==> src/rtl/irqgrp_pkg.sv <==
package irqgrp_pkg;
    localparam int GW = 8;
    localparam logic [7:0] VEC_BASE = 8'h10;

    typedef struct packed {
        logic [GW-1:0] stat;
        logic [GW-1:0] en;
        logic [GW-1:0] mode;
        logic [GW-1:0] pol;
        logic [GW-1:0] prev;
    } bank_regs_t;

    typedef enum logic [2:0] {
        SEL_NONE,
        SEL_STAT,
        SEL_EN,
        SEL_MODE,
        SEL_POL
    } bank_sel_e;
endpackage

==> src/rtl/irqgrp_sync.sv <==
module irqgrp_sync #(
    parameter int W = 8
) (
    input  logic         clk,
    input  logic         rst_n,
    input  logic [W-1:0] d,
    output logic [W-1:0] q
);
    logic [W-1:0] s1_d, s1_q, s2_d, s2_q;

    always_comb begin
        s1_d = d;
        s2_d = s1_q;
    end

    always_ff @(posedge clk or negedge rst_n) begin
        if (!rst_n) begin
            s1_q <= '0;
            s2_q <= '0;
        end else begin
            s1_q <= s1_d;
            s2_q <= s2_d;
        end
    end

    assign q = s2_q;
endmodule

==> src/rtl/irqgrp_bank.sv <==
module irqgrp_bank
    import irqgrp_pkg::*;
#(
    parameter int GID = 0,
    parameter int AW  = 8
) (
    input  logic          clk,
    input  logic          rst_n,
    input  logic [GW-1:0] irq_in,
    input  logic [AW-1:0] bus_addr,
    input  logic [7:0]    bus_wdata,
    input  logic          bus_wr,
    output logic [GW-1:0] take,
    output logic [7:0]    rd_val
);
    localparam int BASE = 4 * GID + ((GID < 4) ? 0 : 4);

    logic [GW-1:0] lvl_s;
    bank_regs_t    r_d, r_q;
    bank_sel_e     sel;
    logic [GW-1:0] active, rise, fall, edge_hit, set_v, clr_v;

    irqgrp_sync #(.W(GW)) u_sync (
        .clk   (clk),
        .rst_n (rst_n),
        .d     (irq_in),
        .q     (lvl_s)
    );

    always_comb begin
        if (int'(bus_addr) == BASE)          sel = SEL_STAT;
        else if (int'(bus_addr) == BASE + 1) sel = SEL_EN;
        else if (int'(bus_addr) == BASE + 2) sel = SEL_MODE;
        else if (int'(bus_addr) == BASE + 3) sel = SEL_POL;
        else                                 sel = SEL_NONE;
    end

    always_comb begin
        active   = lvl_s ^ r_q.pol;
        rise     = lvl_s & ~r_q.prev;
        fall     = ~lvl_s & r_q.prev;
        edge_hit = (rise & ~r_q.pol) | (fall & r_q.pol);
        set_v    = (edge_hit & r_q.mode) | (active & ~r_q.mode);
        clr_v    = (bus_wr && sel == SEL_STAT) ? bus_wdata : '0;

        r_d      = r_q;
        r_d.prev = lvl_s;
        r_d.stat = (r_q.stat | set_v) & ~clr_v;
        if (bus_wr) begin
            case (sel)
                SEL_EN:   r_d.en   = bus_wdata;
                SEL_MODE: r_d.mode = bus_wdata;
                SEL_POL:  r_d.pol  = bus_wdata;
                default:  ;
            endcase
        end
    end

    always_ff @(posedge clk or negedge rst_n) begin
        if (!rst_n) r_q <= '0;
        else        r_q <= r_d;
    end

    always_comb begin
        take = r_q.stat & r_q.en;
        case (sel)
            SEL_STAT: rd_val = r_q.stat;
            SEL_EN:   rd_val = r_q.en;
            SEL_MODE: rd_val = r_q.mode;
            SEL_POL:  rd_val = r_q.pol;
            default:  rd_val = '0;
        endcase
    end

    // a written one leaves its pending bit clear after the edge
    assert_w1c_clears_R3: assert property (@(posedge clk) disable iff (!rst_n)
        (bus_wr && sel == SEL_STAT) |=> ((r_q.stat & $past(bus_wdata)) == '0));

    // an active level-mode input is pending after any edge without a clear
    assert_level_sets_R4: assert property (@(posedge clk) disable iff (!rst_n)
        !(bus_wr && sel == SEL_STAT) |=>
            (($past((lvl_s ^ r_q.pol) & ~r_q.mode) & ~r_q.stat) == '0));

    // a new edge-mode pending bit needs a change of the synchronised input
    assert_edge_needs_change_R5: assert property (@(posedge clk) disable iff (!rst_n)
        rst_n |=> ((r_q.stat & ~$past(r_q.stat) & $past(r_q.mode)
                    & ~$past(lvl_s ^ r_q.prev)) == '0));
endmodule

==> src/rtl/irqgrp_pick.sv <==
module irqgrp_pick #(
    parameter int N  = 192,
    parameter int IW = $clog2(N)
) (
    input  logic [N-1:0]  req,
    output logic          any,
    output logic [IW-1:0] idx
);
    always_comb begin
        any = 1'b0;
        idx = '0;
        for (int i = 0; i < N; i++) begin
            if (req[i]) begin
                any = 1'b1;
                idx = IW'(i);
            end
        end
    end
endmodule

==> src/rtl/irqgrp_ctrl.sv <==
module irqgrp_ctrl
    import irqgrp_pkg::*;
#(
    parameter int NUM_GROUPS = 24,
    parameter int AW         = 8,
    parameter int VEC_OFS    = 112
) (
    input  logic                     clk,
    input  logic                     rst_n,
    input  logic [NUM_GROUPS*GW-1:0] irq_src,
    input  logic [AW-1:0]            bus_addr,
    input  logic [7:0]               bus_wdata,
    input  logic                     bus_wr,
    input  logic                     bus_rd,
    output logic [7:0]               bus_rdata,
    output logic                     irq_req,
    output logic [7:0]               irq_vector
);
    localparam int NSRC = NUM_GROUPS * GW;
    localparam int IW   = $clog2(NSRC);

    logic [NSRC-1:0] take_all;
    logic [7:0]      bank_rd [NUM_GROUPS];
    logic [IW-1:0]   win;
    logic            any;
    logic [7:0]      rd_mux;
    logic [7:0]      rdata_d, rdata_q;

    for (genvar g = 0; g < NUM_GROUPS; g++) begin : g_bank
        irqgrp_bank #(.GID(g), .AW(AW)) u_bank (
            .clk       (clk),
            .rst_n     (rst_n),
            .irq_in    (irq_src[g*GW +: GW]),
            .bus_addr  (bus_addr),
            .bus_wdata (bus_wdata),
            .bus_wr    (bus_wr),
            .take      (take_all[g*GW +: GW]),
            .rd_val    (bank_rd[g])
        );
    end

    irqgrp_pick #(.N(NSRC), .IW(IW)) u_pick (
        .req (take_all),
        .any (any),
        .idx (win)
    );

    always_comb begin
        irq_req    = any;
        irq_vector = any ? (VEC_BASE + 8'(win)) : VEC_BASE;
    end

    always_comb begin
        rd_mux = '0;
        for (int g = 0; g < NUM_GROUPS; g++) rd_mux = rd_mux | bank_rd[g];
        if (int'(bus_addr) == VEC_OFS) rd_mux = irq_vector;
        rdata_d = bus_rd ? rd_mux : rdata_q;
    end

    always_ff @(posedge clk or negedge rst_n) begin
        if (!rst_n) rdata_q <= '0;
        else        rdata_q <= rdata_d;
    end

    assign bus_rdata = rdata_q;

    // a vector above the base always comes with a request
    assert_vector_has_req_R8: assert property (@(posedge clk) disable iff (!rst_n)
        (irq_vector != VEC_BASE) |-> irq_req);

    // with a request the vector names a real source
    assert_vector_range_R6: assert property (@(posedge clk) disable iff (!rst_n)
        irq_req |-> (irq_vector >= VEC_BASE && irq_vector <= VEC_BASE + 8'(NSRC - 1)));
endmodule

==> config.mk <==
export PLATFORM = sky130hd
export DESIGN_NAME = irqgrp_ctrl
export DESIGN_NICKNAME = d
export VERILOG_FILES = /design/src/rtl/irqgrp_pkg.sv /design/src/rtl/irqgrp_sync.sv /design/src/rtl/irqgrp_bank.sv /design/src/rtl/irqgrp_pick.sv /design/src/rtl/irqgrp_ctrl.sv
export SDC_FILE = /design/constraint.sdc
export NUM_CORES = 2
export LEC_CHECK = 0
export BUFFER_PORTS_ARGS = -buffer_cell sky130_fd_sc_hd__buf_2
export CAP_MARGIN = 5
export CELL_PAD_IN_SITES_DETAIL_PLACEMENT = 1
export CELL_PAD_IN_SITES_GLOBAL_PLACEMENT = 2
export CORE_MARGIN = 1.5
export CORE_UTILIZATION = 43
export DETAILED_ROUTE_END_ITERATION = 7
export PLACE_DENSITY = 0.85
export SYNTH_ARGS = -nofsm -noshare
export SYNTH_HDL_FRONTEND = slang
export SYNTH_SLANG_ARGS = --single-unit
==> constraint.sdc <==
create_clock -name clk -period 4.11 [get_ports clk]
set_input_delay 1.0275 -clock clk [delete_from_list [all_inputs] [get_ports clk]]
set_output_delay 1.0275 -clock clk [all_outputs]
set_load 0.02 [all_outputs]
# Word level (Yosys, flattened, before mapping)
# Index checks and enable logic that the tools add are counted.
# word_totals
in_bits	212
ff_bits	1352
output_inout_bits	17
word_cells	1419
# op_classes
mux	529
addsub	1
bitwise_logic	431
reduce_logical	97
n_eq_ne	192
# ops
operator	count
$and 8x8->8	192
$not 8->8	120
$pmux 8 s4	24
$or 8x8->8	95
$mux 8	90
$mux 7	64
$mux 3	100
$eq 8x8->1 const B	37
$eq 8x7->1 const B	32
$mux 1	193
$mux 6	32
$xor 8x8->8	24
$eq 3x2->1 const B	48
$reduce_and 2->1	72
$eq 8x6->1 const B	12
$mux 5	16
$eq 3x1->1 const B	24
$eq 3x3->1 const B	24
$eq 8x5->1 const B	8
$eq 8x4->1 const B	4
$mux 4	8
$logic_and 1x1->1	24
$eq 8x3->1 const B	2
$add 5x8->8 const A	1
other kinds (3)	4

# Logic depth before layout (Yosys ltp)
# logic_depth
word_depth	195
ltp_mapped	12
mapped_depth_nobuf	12

# Hierarchy
# From an unflattened synthesis, not the netlist that was laid out.
# hier_totals
hier_cells	4304
hier_area_um2	59908.7
# by_module_without_submodules
module	cells_per_inst	n_inst	seq_area_each_um2	area_each_um2
irqgrp_sync	16	24	400.4	400.4
irqgrp_bank (g_bank[4].u_bank ...)	138	4	1001.0	1946.9
irqgrp_bank (g_bank[10].u_bank ...)	140	3	1001.0	1949.4
irqgrp_bank (g_bank[18].u_bank ...)	138	3	1001.0	1939.4
irqgrp_bank (g_bank[16].u_bank ...)	140	2	1001.0	1935.6
irqgrp_pick	443	1	0.0	2469.9
irqgrp_bank (g_bank[0].u_bank)	145	1	1001.0	1996.9
irqgrp_bank (g_bank[1].u_bank)	145	1	1001.0	1991.9
irqgrp_bank (g_bank[19].u_bank)	143	1	1001.0	1989.4
irqgrp_bank (g_bank[2].u_bank)	141	1	1001.0	1981.9
irqgrp_bank (g_bank[23].u_bank)	139	1	1001.0	1979.4
irqgrp_bank (g_bank[11].u_bank)	143	1	1001.0	1978.1
irqgrp_bank (g_bank[3].u_bank)	141	1	1001.0	1973.1
irqgrp_bank (g_bank[22].u_bank)	135	1	1001.0	1958.1
+5 rows	n/a	n/a	n/a	n/a

# Least setup slack after synthesis
# OpenSTA, ideal clock, no wires.
# synth_path
path_type	register to output
from	reg g_bank[10].u_bank.r_q[29] in the netlist's numbering
to	out irq_vector[6]
path_buffers	0
path_stages_with_launch	11
t_required_ns	3.083
arrival_ns	2.565
setup_slack_ns	0.517
path_cell_list	dfrtp_1 > a22o_1 > nor4_1 > and2_1 > o211ai_1 > a211oi_1 > or2_2 > inv_1 > ha_1 > or3_1 > a21oi_2
# synth_between
elab_chain_len	110
elab_cells_between_ends	217
cone_classes	add/sub: 1; mux: 215; bitwise: 1
# synth_rtl
element	line	source
from (decl)	irqgrp_bank.sv:19	bank_regs_t r_d, r_q;
from (signal assigned)	irqgrp_bank.sv:61	else r_q <= r_d;
$and 8x8->8 *	irqgrp_bank.sv:65	take = r_q.stat & r_q.en;
$mux 7 (43 in series)	irqgrp_pick.sv:13	if (req[i]) begin
$mux 8 (64 in series)	irqgrp_pick.sv:13	
$add 5x8->8	irqgrp_ctrl.sv:50	irq_vector = any ? (VEC_BASE + 8'(win)) : VEC_BASE;
$mux 8 *	irqgrp_ctrl.sv:50	
to (decl)	irqgrp_ctrl.sv:17	output logic [7:0] irq_vector
# Every way passes the cells marked *; elsewhere a longest branch is shown, timed or not.

# Final worst setup path
# layout_path
from	reg g_bank[2].u_bank.r_q[35] in the netlist's numbering
to	out irq_vector[6]
# layout_between
elab_chain_len	176
elab_cells_between_ends	349
cone_classes	add/sub: 1; mux: 347; bitwise: 1
# layout_rtl
element	line
from (decl)	irqgrp_bank.sv:19
from (signal assigned)	irqgrp_bank.sv:61
$and 8x8->8 *	irqgrp_bank.sv:65
$mux 5 (13 in series)	irqgrp_pick.sv:13
$mux 6 (32 in series)	irqgrp_pick.sv:13
$mux 7 (64 in series)	irqgrp_pick.sv:13
$mux 8 (64 in series)	irqgrp_pick.sv:13
$add 5x8->8	irqgrp_ctrl.sv:50
$mux 8 *	irqgrp_ctrl.sv:50
# Marks and branches as above.

==> metrics.yaml <==
tritoncts: "yes"
drc: 0
detail_route.wl_per_cell_um: 47.7
reg2reg_to: "bus_rdata[6]$_DFFE_PN0P_"
syn_area_mm2: 0.0568
ys_ff_latch: 1352
nNetsFinal: 6124
status: "complete, but fails checks"
tightest_slew_ns: 1.75
startpoint_type: "flip-flop"
synthFlopType: "dfrtp_1"
track_usage: 0.550
criticalPathCategory: "reg -> out"
hold_ws_ns: 0.243
cts_sinks: 1352
fp.dieH_um: 366
grt_max_degree: 124
rsz0062_at_grt: "true"
crit_family: "simple AND/OR/NAND/NOR gates"
cp_max_fo: 2
cp.required_ns: 3.08
cts.htree.levels: 4
yosysWarnings: 0
ios: 229
mostFrequentLayoutCell: "dfrtp_1"
synth_top_area_cell: "dfrtp_1"
critPathMaxStageDelay_ns: 0.51
crit_path_cell_trace: "a22oi_2, nand2_2, nor4_4, buf_4, o211ai_1, a211oi_4, or2_4, inv_4, ha_4, or3_4, a21oi_4, buf_6"
synth_nets: 4980
fin_crit_ns: 5.04
synth.distinct_cells: 95
insertion_delay_ns: 0.84
cts_buffer_depth: 3
final_core_util: 0.556
final_cell_mix: "1339 x dfrtp_1, 857 x buf_4, 577 x mux2_2"
cp_slowest_cell: "nor4_4"
fp-row-count: 133
r2r-start: "g_bank[2].u_bank.r_q[35]$_DFF_PN0_"
final.period_utilization: 1.23
startpoint: "g_bank[2].u_bank.r_q[35]$_DFF_PN0_"
final_layout_size_suffix_gt1_frac: 0.359
drtIter0Drc: 7929
vias_per_cell: 6.95
grt_pass1_vias: 55100
setup_tns_ns: -4.92
endpoint_kind: "output pin"
drv_cap: 1
grt_pass1_wl_um: 495000
yosysSeqAreaShare: 0.596
power_w: 0.0334
crit_end: "irq_vector[6]"
synth_area_per_cell_um2: 11.9
synth_edf_count: 0
fp.coreArea_mm2: 0.131
dr.pass1.iters: 6
gp_congestion: 1.19
setup_slack_ns: -0.928
vias: 54400
root_buffer: "clkbuf_16"
p_leak_nw: 33.8
synthArstFlopShare: 1.00
crit_buf_inv: 3
synth_top_area_frac: 0.596
cts_made_buffers: 144
fillCellCount: 13400
violations: "capacitance limit, slew limit, setup timing"
r2r_cells: 16
dieArea_mm2: 0.134
ctsHoldBuffers: 0
die_w_um: 366
dp_hpwl_um: 282000
postRouteAntennaNets: 0
regToRegSetupSlack_ns: 0.38
skew_ns: 0.0314
slew_headroom: -0.168
path_depth: 12
fmax_mhz: 199
ys_top_cells_by_area: "dfrtp_1 60%, mux2_2 11%, a22oi_1 4.9%"
worstHoldPathType: "in -> async"
wl_um: 373000
setup_viol: 9
overflow: 0
port_buffers: 228
syn2layout_area_growth_pct: 28.7
antenna_found_initial: 107
ir_drop_uv: 470
start_util: 0.432
cp_data_arrival_time_ns: 4.01
timing_hold_violations_final: 0
slew_violations: 1
power.density_mw_per_mm2: 457
clk_pin_slew_ns: 0.07
synth_cells: 4767
Yosys cell counts, drive strengths merged (22+ instances only):
library cell  number
dfrtp           1352
xor2              27
a211oi           175
nor4              25
o21ai             57
mux2             577
a22o              72
nand3             40
buf               42
clkbuf           122
nor3              27
and2              29
nand2            546
inv              179
a22oi            378
a21oi            437
xnor2             27
nand4             64
a221oi            22
nor2             315
routing by layer:
layer,vias up,track usage,wire (um),share of wire
li1,19900,-,-,-
met1,28100,0.651,133000,0.36
met2,4709,0.783,156000,0.42
met3,1641,0.232,47700,0.13
met4,66,0.437,36400,0.097
met5,-,0.0103,782,0.0021
cell families after synthesis:
kind of cell / count (synthesis) / share of synthesized area
compound gates: 1294 / 0.156
xor+xnor: 54 / 0.00833
fa+ha+maj: 1 / 0.000220
buf+inv: 343 / 0.0257
flops: 1352 / 0.596
mux: 584 / 0.117
simple gates: 1139 / 0.0969
worst register-to-register path, stage by stage, from the launching register on:
cell and delay (ns):
dfrtp_1 0.40, a22oi_2 0.27, nand2_2 0.12, nor4_4 0.51, buf_4 0.21, o211ai_1 0.28, a211oi_4 0.34, or2_4 0.18
inv_4 0.04, ha_4 0.15, or3_4 0.33, a21oi_4 0.19, buf_4 0.14, buf_4 0.09, nor2_1 0.04, buf_4 0.13
o31ai_2 0.20
registers in the layout (all words and copies together), names as in the netlist:
name,count
g_bank.u_bank.r_q,960
g_bank.u_bank.u_sync.s1_q,192
bus_rdata,8
g_bank.u_bank.u_sync.q,192
stage by stage:
step | cells | worst slack, ns | instance area (um2)
after floorplan | 4767 | 0.517 | 56800
after global placement | 7472 | -0.700 | 66900
after detailed placement | 7472 | -0.738 | 66900
after CTS | 7758 | -0.733 | 72500
after global routing | 7785 | -0.903 | 73000
final | 7829 | -0.928 | 73100
how the worst min path moves through the flow:
stage	from	end	slack [ns]
floorplan	g_bank[0].u_bank.u_sync.s1_q[0]$_DFF_PN0_	g_bank[0].u_bank.u_sync.q[0]$_DFF_PN0_	0.33
global placement	g_bank[12].u_bank.u_sync.s1_q[3]$_DFF_PN0_	g_bank[12].u_bank.u_sync.q[3]$_DFF_PN0_	0.33
detailed placement	g_bank[10].u_bank.u_sync.s1_q[4]$_DFF_PN0_	g_bank[10].u_bank.u_sync.q[4]$_DFF_PN0_	0.34
CTS	rst_n	g_bank[12].u_bank.r_q[26]$_DFFE_PN0P_	0.26
global route	rst_n	g_bank[18].u_bank.u_sync.s1_q[6]$_DFF_PN0_	0.26
finish	rst_n	g_bank[18].u_bank.u_sync.s1_q[6]$_DFF_PN0_	0.24
repair_timing:
item	CTS	global route
buffers inserted	28	27
pin swaps	43	28
setup endpoints to repair	10	9
gates resized for setup	117	57
final cells by class:
cell class | count | area, um2 | share of cell area
Antenna cell | 51 | 128 | 0.00175
Clock buffer | 207 | 4150 | 0.0568
Clock inverter | 51 | 797 | 0.0109
Inverter | 179 | 674 | 0.00923
Multi-Input combinational cell | 3072 | 22100 | 0.303
Sequential cell | 1352 | 33800 | 0.463
Tap cell | 1755 | 2200 | 0.0301
Timing Repair Buffer | 1162 | 9140 | 0.125
power by group:
group / internal (W) / switching [W] / leakage (nW)
Sequential: 0.0139 / 0.000970 / 16.4
Clock: 0.00788 / 0.00604 / 2.40
Combinational: 0.00175 / 0.00286 / 14.9
No activity file was read; power rests on OpenSTA's default activity.
